### src/rtl/pcd_pkg.sv
package pcd_pkg;
  localparam int unsigned MIN_RATIO = 2;

  typedef enum logic {
    SRC_DIVIDED   = 1'b0,
    SRC_REFERENCE = 1'b1
  } clk_src_e;
endpackage

### src/rtl/pcd_ratio_merge.sv
module pcd_ratio_merge #(
  parameter int unsigned LO_W = 5,
  parameter int unsigned HI_W = 5,
  localparam int unsigned DIV_W = LO_W + HI_W
) (
  input  logic [LO_W-1:0]  lo_i,
  input  logic [HI_W-1:0]  hi_i,
  output logic [DIV_W-1:0] ratio_o
);
  localparam logic [DIV_W:0] RATIO_MAX = {1'b0, {DIV_W{1'b1}}};

  logic [DIV_W:0] sum;

  always_comb begin
    sum = {1'b0, hi_i, lo_i} + (DIV_W+1)'(pcd_pkg::MIN_RATIO);
    // saturate: largest reachable ratio is all-ones
    ratio_o = (sum > RATIO_MAX) ? RATIO_MAX[DIV_W-1:0] : sum[DIV_W-1:0];
  end
endmodule

### src/rtl/pcd_period_counter.sv
module pcd_period_counter #(
  parameter int unsigned RATIO_W = 10
) (
  input  logic               clk_i,
  input  logic               rst_ni,
  input  logic               bypass_i,
  input  logic [RATIO_W-1:0] ratio_i,
  output logic               byp_o,
  output logic               start_o,
  output logic               clk_o
);
  logic               byp_q;
  logic [RATIO_W-1:0] ratio_q;
  logic [RATIO_W-1:0] cnt_q;
  logic               clk_q;
  logic [RATIO_W-1:0] cnt_inc;
  logic [RATIO_W-1:0] half_q;
  logic               last;

  assign cnt_inc = cnt_q + RATIO_W'(1);
  assign half_q  = ratio_q >> 1;
  assign last    = byp_q || (cnt_inc == ratio_q);

  always_ff @(posedge clk_i or negedge rst_ni) begin
    if (!rst_ni) begin
      byp_q   <= 1'b0;
      ratio_q <= RATIO_W'(pcd_pkg::MIN_RATIO);
      cnt_q   <= RATIO_W'(1);  // first edge out of reset is a boundary
      clk_q   <= 1'b0;
    end else if (last) begin
      byp_q   <= bypass_i;
      ratio_q <= ratio_i;
      cnt_q   <= '0;
      clk_q   <= 1'b1;
    end else begin
      cnt_q   <= cnt_inc;
      clk_q   <= (cnt_inc < half_q);
    end
  end

  assign byp_o   = byp_q;
  assign start_o = byp_q || (cnt_q == '0);
  assign clk_o   = clk_q;

  assert_cnt_in_range_R3: assert property (@(posedge clk_i) disable iff (!rst_ni)
    cnt_q < ratio_q);
  assert_ratio_floor_R5: assert property (@(posedge clk_i) disable iff (!rst_ni)
    ratio_q >= RATIO_W'(pcd_pkg::MIN_RATIO));
  assert_hold_midperiod_R8: assert property (@(posedge clk_i) disable iff (!rst_ni)
    !last |=> ($stable(ratio_q) && $stable(byp_q)));
  assert_single_pulse_R3: assert property (@(posedge clk_i) disable iff (!rst_ni)
    (start_o && !byp_q) |=> !start_o);
  assert_rise_at_start_R9: assert property (@(posedge clk_i) disable iff (!rst_ni)
    (!byp_q && $rose(clk_q)) |-> (cnt_q == '0));
  assert_fall_at_half_R6: assert property (@(posedge clk_i) disable iff (!rst_ni)
    (!byp_q && $fell(clk_q)) |-> (cnt_q == half_q));
endmodule

### src/rtl/pcd_pin_drive.sv
module pcd_pin_drive (
  input  logic              clk_i,
  input  pcd_pkg::clk_src_e src_i,
  input  logic              div_clk_i,
  input  logic              invert_i,
  output logic              pin_o
);
  logic raw;

  always_comb begin
    unique case (src_i)
      pcd_pkg::SRC_REFERENCE: raw = clk_i;
      default:                raw = div_clk_i;
    endcase
    pin_o = raw ^ invert_i;
  end
endmodule

### src/rtl/pix_clk_div.sv
module pix_clk_div #(
  parameter int unsigned LO_W = 5,
  parameter int unsigned HI_W = 5,
  localparam int unsigned RATIO_W = LO_W + HI_W
) (
  input  logic            clk_i,
  input  logic            rst_ni,
  input  logic            bypass_i,
  input  logic [LO_W-1:0] div_lo_i,
  input  logic [HI_W-1:0] div_hi_i,
  input  logic            clk_inv_i,
  output logic            pix_en_o,
  output logic            pix_clk_o
);
  logic [RATIO_W-1:0] ratio;
  logic               byp;
  logic               div_clk;
  pcd_pkg::clk_src_e  src;

  pcd_ratio_merge #(.LO_W(LO_W), .HI_W(HI_W)) u_merge (
    .lo_i    (div_lo_i),
    .hi_i    (div_hi_i),
    .ratio_o (ratio)
  );

  pcd_period_counter #(.RATIO_W(RATIO_W)) u_counter (
    .clk_i    (clk_i),
    .rst_ni   (rst_ni),
    .bypass_i (bypass_i),
    .ratio_i  (ratio),
    .byp_o    (byp),
    .start_o  (pix_en_o),
    .clk_o    (div_clk)
  );

  assign src = byp ? pcd_pkg::SRC_REFERENCE : pcd_pkg::SRC_DIVIDED;

  pcd_pin_drive u_pin (
    .clk_i     (clk_i),
    .src_i     (src),
    .div_clk_i (div_clk),
    .invert_i  (clk_inv_i),
    .pin_o     (pix_clk_o)
  );

  assert_bypass_enable_R2: assert property (@(posedge clk_i) disable iff (!rst_ni)
    $past(byp) |-> pix_en_o || !byp);
endmodule

### config.mk
export PLATFORM = sky130hd
export DESIGN_NAME = pix_clk_div
export DESIGN_NICKNAME = d
export VERILOG_FILES = /design/src/rtl/pcd_pkg.sv /design/src/rtl/pcd_ratio_merge.sv /design/src/rtl/pcd_period_counter.sv /design/src/rtl/pcd_pin_drive.sv /design/src/rtl/pix_clk_div.sv
export SDC_FILE = /design/constraint.sdc
export NUM_CORES = 1
export LEC_CHECK = 0
export BUFFER_PORTS_ARGS = -buffer_cell sky130_fd_sc_hd__buf_2
export CORE_AREA = 2 2 66 68
export DETAILED_ROUTE_END_ITERATION = 12
export DIE_AREA = 0 0 68 70
export PLACE_DENSITY = 0.65
export SLEW_MARGIN = 25
export SYNTH_ARGS = -nofsm -noshare
export SYNTH_HDL_FRONTEND = slang
export SYNTH_SLANG_ARGS = --single-unit
### constraint.sdc
create_clock -name clk_i -period 2.73 [get_ports clk_i]
set_input_delay 0.273 -clock clk_i [delete_from_list [all_inputs] [get_ports clk_i]]
set_output_delay 0.273 -clock clk_i [all_outputs]
set_load 0.05 [all_outputs]
# ---- Word level (Yosys, flattened, before mapping)
# Index checks and enable logic that the tools add are counted.
dict set report word_totals {
  out_inout_bits 2
  wordCells 18
  inputBits 14
  regBits 22
}
dict set report op_classes {
  eq_ne 1
  reduce_logical 3
  addsub 2
  n_bitwise 1
  n_lt_le_gt_ge 2
  n_mux 5
}
# cell n
set op_table {}
lappend op_table {{two-way mux 10 bit} 2}
lappend op_table {{adder 10 x 2 -> 11 bit (second input constant)} 1}
lappend op_table {{greater-than comparator 11 x 10 -> 1 bit (second input constant)} 1}
lappend op_table {{adder 10 x 1 -> 10 bit (second input constant)} 1}
lappend op_table {{== test 10 bit} 1}
lappend op_table {{zero test 10 bit} 1}
lappend op_table {{< comparator 10 x 9 -> 1 bit} 1}
lappend op_table {{two-way mux 1 bit} 3}
lappend op_table {{logical OR 1 bit} 2}
lappend op_table {{XOR 1 bit} 1}

# ---- Longest topological paths before layout
# Gate-level depths: netlist of the first run.
dict set report depth {
  depth_word 4
  mapped_depth 11
  depth_no_buf 9
}

# ---- Modules after synthesis
# A second synthesis of the first run with hierarchy kept.
dict set report unflattened {
  hier_cells 168
  area_unflattened_um2 1645.3
}
# mod seq_area_each_um2 instances area_each_um2 cells_per_inst
set by_module_without_submodules {}
lappend by_module_without_submodules {pcd_period_counter 553.0 1 1372.6 125}
lappend by_module_without_submodules {pcd_ratio_merge 0.0 1 254.0 41}
lappend by_module_without_submodules {pcd_pin_drive 0.0 1 18.8 2}

==> results of run 1 <==
[per-stage QoR]
step	instance area (um^2)	instances	setup slack, ns	hold slack (ns)
2_1_floorplan	1787	190	0.3490	-0.02259
3_3_place_gp	1886	250	0.2296	0.2736
3_5_place_dp	1886	250	0.1728	0.2733
4_1_cts	2008	258	0.1544	0.1179
5_1_grt	2031	260	0.01331	0.1136
6_report	2031	260	0.1632	0.1276
[path summary, 6_finish.rpt]
kind,from,to,slack (ns),cells after the start
min in group asynchronous,rst_ni,u_counter.cnt_q[3],0.40,2
worst max-delay path,u_counter.cnt_q[0],u_counter.cnt_q[7],0.16,9
worst min-delay path,bypass_i,u_counter.byp_o,0.13,2
worst min register to register,u_counter.ratio_q[1],u_counter.ratio_q[1],0.56,2
worst max register to register,u_counter.cnt_q[0],u_counter.cnt_q[7],0.16,9
max in group asynchronous,rst_ni,u_counter.ratio_q[1],1.97,2
[power breakdown]
part	switching, mW	internal (mW)	total [mW]
Clock	0.162	0.300	0.462
Combinational	0.367	0.390	0.757
Sequential	0.157	0.432	0.589
Total	0.685	1.12	1.81
[metal layers]
metal / track usage [%] / vias to the layer above / part of all wire, %
met1: 24.51 / 668 / 46
li1: - / 696 / -
met5: 0 / - / 0
met2: 26.21 / 26 / 48
met3: 4.831 / 12 / 2.9
met4: 9.556 / 0 / 2.9
[what timing repair did]
item,4_1_cts,5_1_grt
gates resized for setup,0,2
hold endpoints to repair,20,0
setup buffers,0,1
hold buffers,1,0
endpoints found under the setup margin,0,6
[state kept, by name (all words and copies together), names as in the netlist]
signal	count
u_counter.byp_o	1
u_counter.clk_o	1
u_counter.cnt_q	10
u_counter.ratio_q	10
[cells in the mapped netlist (2+ instances only)]
| master | instances |
|---|---|
| o21ai_0 | 4 |
| nand2_1 | 10 |
| dfrtp_1 | 20 |
| xnor2_1 | 10 |
| buf_2 | 5 |
| and2_1 | 5 |
| nand3_1 | 10 |
| nand4_1 | 7 |
| dfstp_2 | 2 |
| and2_4 | 5 |
| mux2i_1 | 5 |
| nor2_1 | 11 |
| nand2b_1 | 2 |
| or3_1 | 2 |
| xor2_1 | 12 |
| mux2_4 | 5 |
| o211a_1 | 2 |
| ha_1 | 12 |
| a32oi_1 | 3 |
| buf_6 | 2 |
| nor4_1 | 4 |
| o211ai_1 | 3 |
| a21oi_1 | 6 |
| nor2b_1 | 4 |
| inv_1 | 16 |
| a211o_1 | 2 |
[critical path, cell delays in order (launching register included)]
cell      delay [ns]
dfstp_2         0.59
ha_2            0.23
nand4_1         0.18
nor2_1          0.32
o221ai_1        0.23
nor4_4          0.30
buf_4           0.19
a21oi_4         0.09
buf_4           0.19
and2_4          0.15
[final cells by class]
class | instances | area [um^2]
Tap cell | 52 | 65.06
Fill cell | 388 | 2113
Clock buffer | 7 | 87.58
Sequential cell | 22 | 553.0
Multi-Input combinational cell | 143 | 1125
Clock inverter | 1 | 30.03
Timing Repair Buffer | 19 | 110.1
Inverter | 16 | 60.06
[logic make-up after synthesis]
family / after synthesis / share of synthesized area, %
buffers and inverters: 26 / 6.932
adders and majority gates: 12 / 8.403
AOI/OAI and AO/OA: 28 / 11.98
muxes: 10 / 7.003
and+or+nand+nor: 69 / 22.62
xor gates and xnor gates: 23 / 12.11
DFF: 22 / 30.95
==> impl_metrics.ini, run 1 <==
[sta]
fin_crit_ns = 2.567
finalHoldViolations = 0
rsz0062_at_grt = no
setup-violations-final = 0
tightest_slew_ns = 0.4855
max_slew_margin_pct = 67.63
fin_skew_ns = 0.003067
setup_tns_ns = 0
slew_viol_final = 0
fin_crit_sh_pct = 94.02
clock.fmax_mhz = 389.6

[synth]
yosysTopAreaCellShare_pct = 28.01
yosysTopAreaCell = dfrtp_1
synth_edf_count = 0
synth_cells = 190
synth-seq-cells = 22
syn_avg_cell_area_um2 = 9.404
yosys-top-cells-area = dfrtp_1 (28%), ha_1 (8.4%), xor2_1 (5.9%)
async_flop_share_pct = 100.0
ys.flop_type = dfrtp_1
synthesis.nets = 216
ys_seq_area_share_pct = 30.95
netlist_area_um2 = 1787
synth_cell_type_count = 47
yosysWarnings = 0

[drt]
post_drt_wl_per_cell_um = 14.43
ant_nets = 0
first_pass_iters = 4
drc = 0
post_drt_via_cell_ratio = 5.392
vias = 1402
wirelength_mm = 3.751
drt_iter0_markers = 53

[layout]
fin_util_pct = 49.00
layout_common_cells = dfrtp_1 (20), inv_1 (16), buf_2 (15)
n_antenna_cell = 0
area_delta_synth_final_pct = 13.66
fin_nets = 235
drive_gt1_share_pct = 23.08
mostFrequentLayoutCell = dfrtp_1

[power_and_ir_drop]
fin_total_pwr_mw = 1.808
leakage_nw = 0.9826
p_per_area_nw_per_um2 = 890.5
peakVddDrop_uv = 297.9

[global_routing]
antenna_found_initial = 0
grtUsageTotal_pct = 18.17
grt_pass1_wl_mm = 6.423
grt_pass1_vias = 1379
grt_overflow = 0
grt_max_degree = 23

[floorplan]
rows = 24
coreArea_um2 = 4144
die_x_um = 68
dieHeight_um = 70
start_util_pct = 43.12
ios = 16
die-area_um2 = 4760

[worst_setup_path]
crit_arrival_ns = 2.84
path_max_fanout = 8
startpoint_type = register
crit_path_end_kind = register
path_class = register to register
cp.required_ns = 3.00

[job]
maxCapViolCount = 0

[placement]
dp_hpwl_mm = 2.863
portBuffers = 15
gp_congestion = 0.7986

[clock_tree]
clock_latency_ns = 0.37
clk_pin_slew_ns = 0.08
cts_tree = yes

[worst_hold_path]
hold_path_class = input pin to register

[status]
status = complete, no violations
Power figures use the tool's default switching activity.
==> run 2, diff against run 1 <==
Clock period 2.73 ns to 2.56 ns, I/O delays scaled along.
==> run 2 against run 1 <==
Effect of this change: via count shrank 0.64%; register-to-register slack lost 0.05 ns; clock skew grew 0.0033 ns; utilization grew 0.69 points; sequential power grew 5.9%; global-route usage is essentially flat; cell count grew 1.5%; total power grew 3.0%; non-clock buffer count grew 5; routed wire length shrank 2.6%.
==> impl_metrics.ini, run 2 (same netlist as run 1, synthesis figures left out) <==
[drt]
first_pass_iters = 4
drc = 0
wirelength_mm = 3.654
ant_nets = 0
drt_iter0_markers = 86
post_drt_via_cell_ratio = 5.277
post_drt_wl_per_cell_um = 13.84
vias = 1393

[clock_tree]
clk_pin_slew_ns = 0.08
clock_latency_ns = 0.37
cts_tree = yes

[power_and_ir_drop]
fin_total_pwr_mw = 1.863
peakVddDrop_uv = 386.4
pwr-share-seq_pct = 33.5
clockPowerShare_pct = 22.1
p_comb_share_pct = 44.4
p_per_area_nw_per_um2 = 904.7
switching_share_pct = 38.92
power_switching_mw = 0.7253
p_int_mw = 1.138
leakage_nw = 1.004

[worst_setup_path]
rr_worst_depth = 8
startpoint_type = register
crit_path_end_kind = register
path_max_fanout = 7
cp.required_ns = 2.81
crit_arrival_ns = 2.69
path_class = register to register

[floorplan]
die-area_um2 = 4760
ios = 16
rows = 24
start_util_pct = 43.12
coreArea_um2 = 4144
dieHeight_um = 70
die_x_um = 68

[layout]
fin_nets = 239
area_delta_synth_final_pct = 15.27
mostFrequentLayoutCell = dfrtp_1
largestRegisters = u_counter.cnt_q: 10 flops, u_counter.ratio_q: 10 flops
n_antenna_cell = 0
drive_gt1_share_pct = 25.47
layout_common_cells = dfrtp_1 (20), inv_1 (16), buf_2 (15)

[global_routing]
antenna_found_initial = 0
grtUsageTotal_pct = 18.20
grt_max_degree = 23
grt_pass1_wl_mm = 6.334
grt_pass1_vias = 1351
grt_overflow = 0

[sta]
setup-violations-final = 0
finalHoldViolations = 0
max_slew_margin_pct = 66.99
holdWs_ns = 0.1251
fin_crit_ns = 2.443
setup_tns_ns = 0
tightest_slew_ns = 0.4951
clock.fmax_mhz = 409.3
fin_skew_ns = 0.006398
fin_crit_sh_pct = 95.43
slew_viol_final = 0

[job]
maxCapViolCount = 0

[placement]
portBuffers = 15
gp_congestion = 0.7763
dp_hpwl_mm = 2.927

[status]
status = complete, no violations

[worst_hold_path]
min_path_cells = 2
hold_path_class = input pin to register
-- run 2: cell types whose count changed in the layout (fill, tap and decap cells not counted), sizes merged --
cell,change
clkbuf,+1
bufinv,-1
a21oi,-1
buf,+5
-- run 2: area by class of cell --
class / instances / area (um^2)
Clock buffer: 8 / 101.3
Multi-Input combinational cell: 142 / 1120
Inverter: 16 / 60.06
Timing Repair Buffer: 24 / 160.2
Fill cell: 404 / 2085
Sequential cell: 22 / 553.0
Tap cell: 52 / 65.06
-- run 2: per-layer routing --
layer | vias up | global-route usage (%) | part of all wire (%)
li1 | 713 | - | -
met1 | 652 | 23.56 | 47
met2 | 22 | 27.94 | 48
met3 | 6 | 4.348 | 2.9
met4 | 0 | 8.889 | 1.9
met5 | - | 0 | 0
-- run 2: power groups by stage --
stage,sequential (mW),clock (mW),combinational [mW]
floorplan,0.538,0.0390,0.717
global placement,0.623,0.0456,0.804
detailed placement,0.626,0.0456,0.814
CTS,0.620,0.419,0.829
global route,0.643,0.446,0.948
finish,0.624,0.412,0.827
-- run 2: metrics by stage --
stage | util [%] | setup slack [ns] | area (um^2) | std cells
after global placement | 46.23 | 0.09025 | 1916 | 254
after global routing | 49.70 | -0.02865 | 2059 | 264
after floorplan | - | 0.1790 | 1787 | 190
after CTS | 48.79 | 0.05093 | 2022 | 262
final | 49.70 | 0.1170 | 2059 | 264
after detailed placement | 46.23 | 0.07365 | 1916 | 254
-- run 2: timing repair --
| action | in CTS | in global routing |
|---|---|---|
| resized for setup | 0 | 4 |
| setup buffers | 0 | 2 |
| hold endpoints to repair | 20 | 0 |
| hold buffers | 1 | 0 |
| setup endpoints to repair | 0 | 21 |
-- run 2: worst paths after layout --
path                                      start  slack, ns                   end
setup / recovery             u_counter.cnt_q[0]       0.12  u_counter.ratio_q[6]
hold / removal                      div_lo_i[1]       0.13  u_counter.ratio_q[1]
setup reg to reg             u_counter.cnt_q[0]       0.12  u_counter.ratio_q[6]
hold reg to reg            u_counter.ratio_q[1]       0.55  u_counter.ratio_q[1]
max in group asynchronous                rst_ni       1.82  u_counter.ratio_q[1]
min in group asynchronous                rst_ni       0.38    u_counter.cnt_q[3]
-- run 2: worst max-delay path: stages, from the launching register on --
cell and delay, ns:
dfstp_2 0.58, ha_2 0.22, nand3_1 0.09, a222oi_1 0.27, o221ai_1 0.24, nor4_4 0.38
a21oi_4 0.11, buf_12 0.15, mux2_4 0.29
==> run 3, diff against run 2 <==
Settings changed: CORE_AREA 2 2 66 68 to 2 2 78 80, DIE_AREA 0 0 68 70 to 0 0 80 82, PLACE_DENSITY 0.65 to 0.5.
==> run 3 against run 2 <==
Effect of this change: routed wire length up 11%; die area up 38%; register-to-register slack about the same; utilization down 13 points; clock skew about the same; sequential cell count unchanged; cell count up 9.8%; largest power group unchanged; worst hold slack worse by 0.011 ns; final area up 2.6%.
==> impl_metrics.ini, run 3 (same netlist as run 1, synthesis figures left out) <==
[floorplan]
start_util_pct = 31.10
die_x_um = 80
coreArea_um2 = 5746
dieHeight_um = 82
die-area_um2 = 6560
ios = 16
rows = 28

[placement]
dp_hpwl_mm = 3.103
dpl_worst_slack_ns = 0.03068
gp_congestion = 0.7834
portBuffers = 15
placed_area_um2 = 1974

[clock_tree]
cts_tree = yes
clock_latency_ns = 0.37
clk_pin_slew_ns = 0.09

[layout]
largestRegisters = u_counter.cnt_q: 10 flops, u_counter.ratio_q: 10 flops
mostFrequentLayoutCell = dfrtp_1
drive_gt1_share_pct = 26.51
layout_common_cells = dfrtp_1 (20), inv_1 (16), buf_2 (15)
stdcell_area_um2 = 2112
n_antenna_cell = 0
fin_nets = 242
area_delta_synth_final_pct = 18.21

[drt]
ant_nets = 0
post_drt_wl_per_cell_um = 13.98
first_pass_iters = 4
post_drt_via_cell_ratio = 4.962
drt_iter0_markers = 90
drc = 0
vias = 1439
wirelength_mm = 4.055

[sta]
fin_skew_ns = 0.006130
slew_viol_final = 0
setup_tns_ns = 0
finalHoldViolations = 0
max_slew_margin_pct = 64.57
rsz0062_at_grt = yes
fin_crit_ns = 2.441
fin_crit_sh_pct = 95.37
setup-violations-final = 0
tightest_slew_ns = 0.5315
setup_slack_ns = 0.1186
clock.fmax_mhz = 409.6

[global_routing]
grt_pass1_vias = 1440
grtUsageTotal_pct = 14.09
grt_overflow = 0
grt_pass1_wl_mm = 6.837
antenna_found_initial = 0
grt_max_degree = 23

[power_and_ir_drop]
p_comb_share_pct = 45.6
switching_share_pct = 39.51
leakage_nw = 1.017
p_per_area_nw_per_um2 = 909.7
pwr-share-seq_pct = 32.4
clockPowerShare_pct = 22.0
peakVddDrop_uv = 268.7
power_switching_mw = 0.7591
p_int_mw = 1.162

[worst_setup_path]
crit_buf_inv = 2
crit_top_cell = buf_4
crit_arrival_ns = 2.75
startpoint_type = register
crit_path_end_kind = register
cp_slowest_cell = dfstp_2
crit_path_max_incr_delay_ns = 0.55
cp_top_family = simple AND/OR/NAND/NOR gates
cp.required_ns = 2.87
path_class = register to register
path_max_fanout = 8
crit_chain = ha_1 > buf_4 > xor3_1 > a21oi_2 > nand4_1 > nor4_4 > a21oi_4 > buf_4 > and2_2

[status]
status = complete, no violations

[worst_hold_path]
hold_path_class = input pin to register

[job]
maxCapViolCount = 0
run 3: timing repair:
action                                  CTS  global route
endpoints found under the setup margin    0            21
gates resized for setup                   0             5
hold endpoints to repair                 20             0
buffers inserted                          0             1
hold buffers                              1             0
run 3: through the flow:
| stage | cells | total power, mW | hold WS [ns] | util (%) |
|---|---|---|---|---|
| after CTS | 289 | 1.906 | 0.1027 | 36.22 |
| after global routing | 290 | 2.083 | 0.1134 | 36.76 |
| final | 290 | 1.921 | 0.1139 | 36.76 |
| after floorplan | 190 | 1.293 | -0.03959 | - |
| after global placement | 281 | 1.516 | 0.2655 | 34.36 |
| after detailed placement | 281 | 1.514 | 0.2720 | 34.36 |
run 3: cell type report:
type / instances / area, um^2
clock buffers: 8 / 101.3
fillers: 618 / 3633
inverters: 16 / 60.06
multi-input cells: 142 / 1130
flip-flops and latches: 22 / 553.0
well taps: 75 / 93.84
repair buffers: 27 / 173.9
run 3: path summary, 6_finish.rpt:
kind,from,end,slack (ns),depth (start not counted)
max,u_counter.cnt_q[0],u_counter.cnt_q[0],0.12,9
min,div_lo_i[1],u_counter.ratio_q[1],0.11,2
max reg2reg,u_counter.cnt_q[0],u_counter.cnt_q[0],0.12,9
min reg2reg,u_counter.ratio_q[1],u_counter.ratio_q[1],0.55,2
max in group asynchronous,rst_ni,u_counter.ratio_q[1],1.80,2
min in group asynchronous,rst_ni,u_counter.cnt_q[2],0.40,2
run 3: power by group through the flow:
stage               clock (mW)  combinational, mW  sequential [mW]
finish                   0.422              0.877            0.622
global route             0.459              0.981            0.643
CTS                      0.436              0.853            0.616
detailed placement      0.0456              0.846            0.623
global placement        0.0456              0.848            0.622
floorplan               0.0390              0.717            0.538
run 3: per-layer routing:
layer	GRT usage (%)	up-vias	routed length, um
met5	0	-	0
met3	2.088	8	108
met4	8.983	0	112
li1	-	712	-
met1	17.62	687	1958
met2	22.75	32	1876
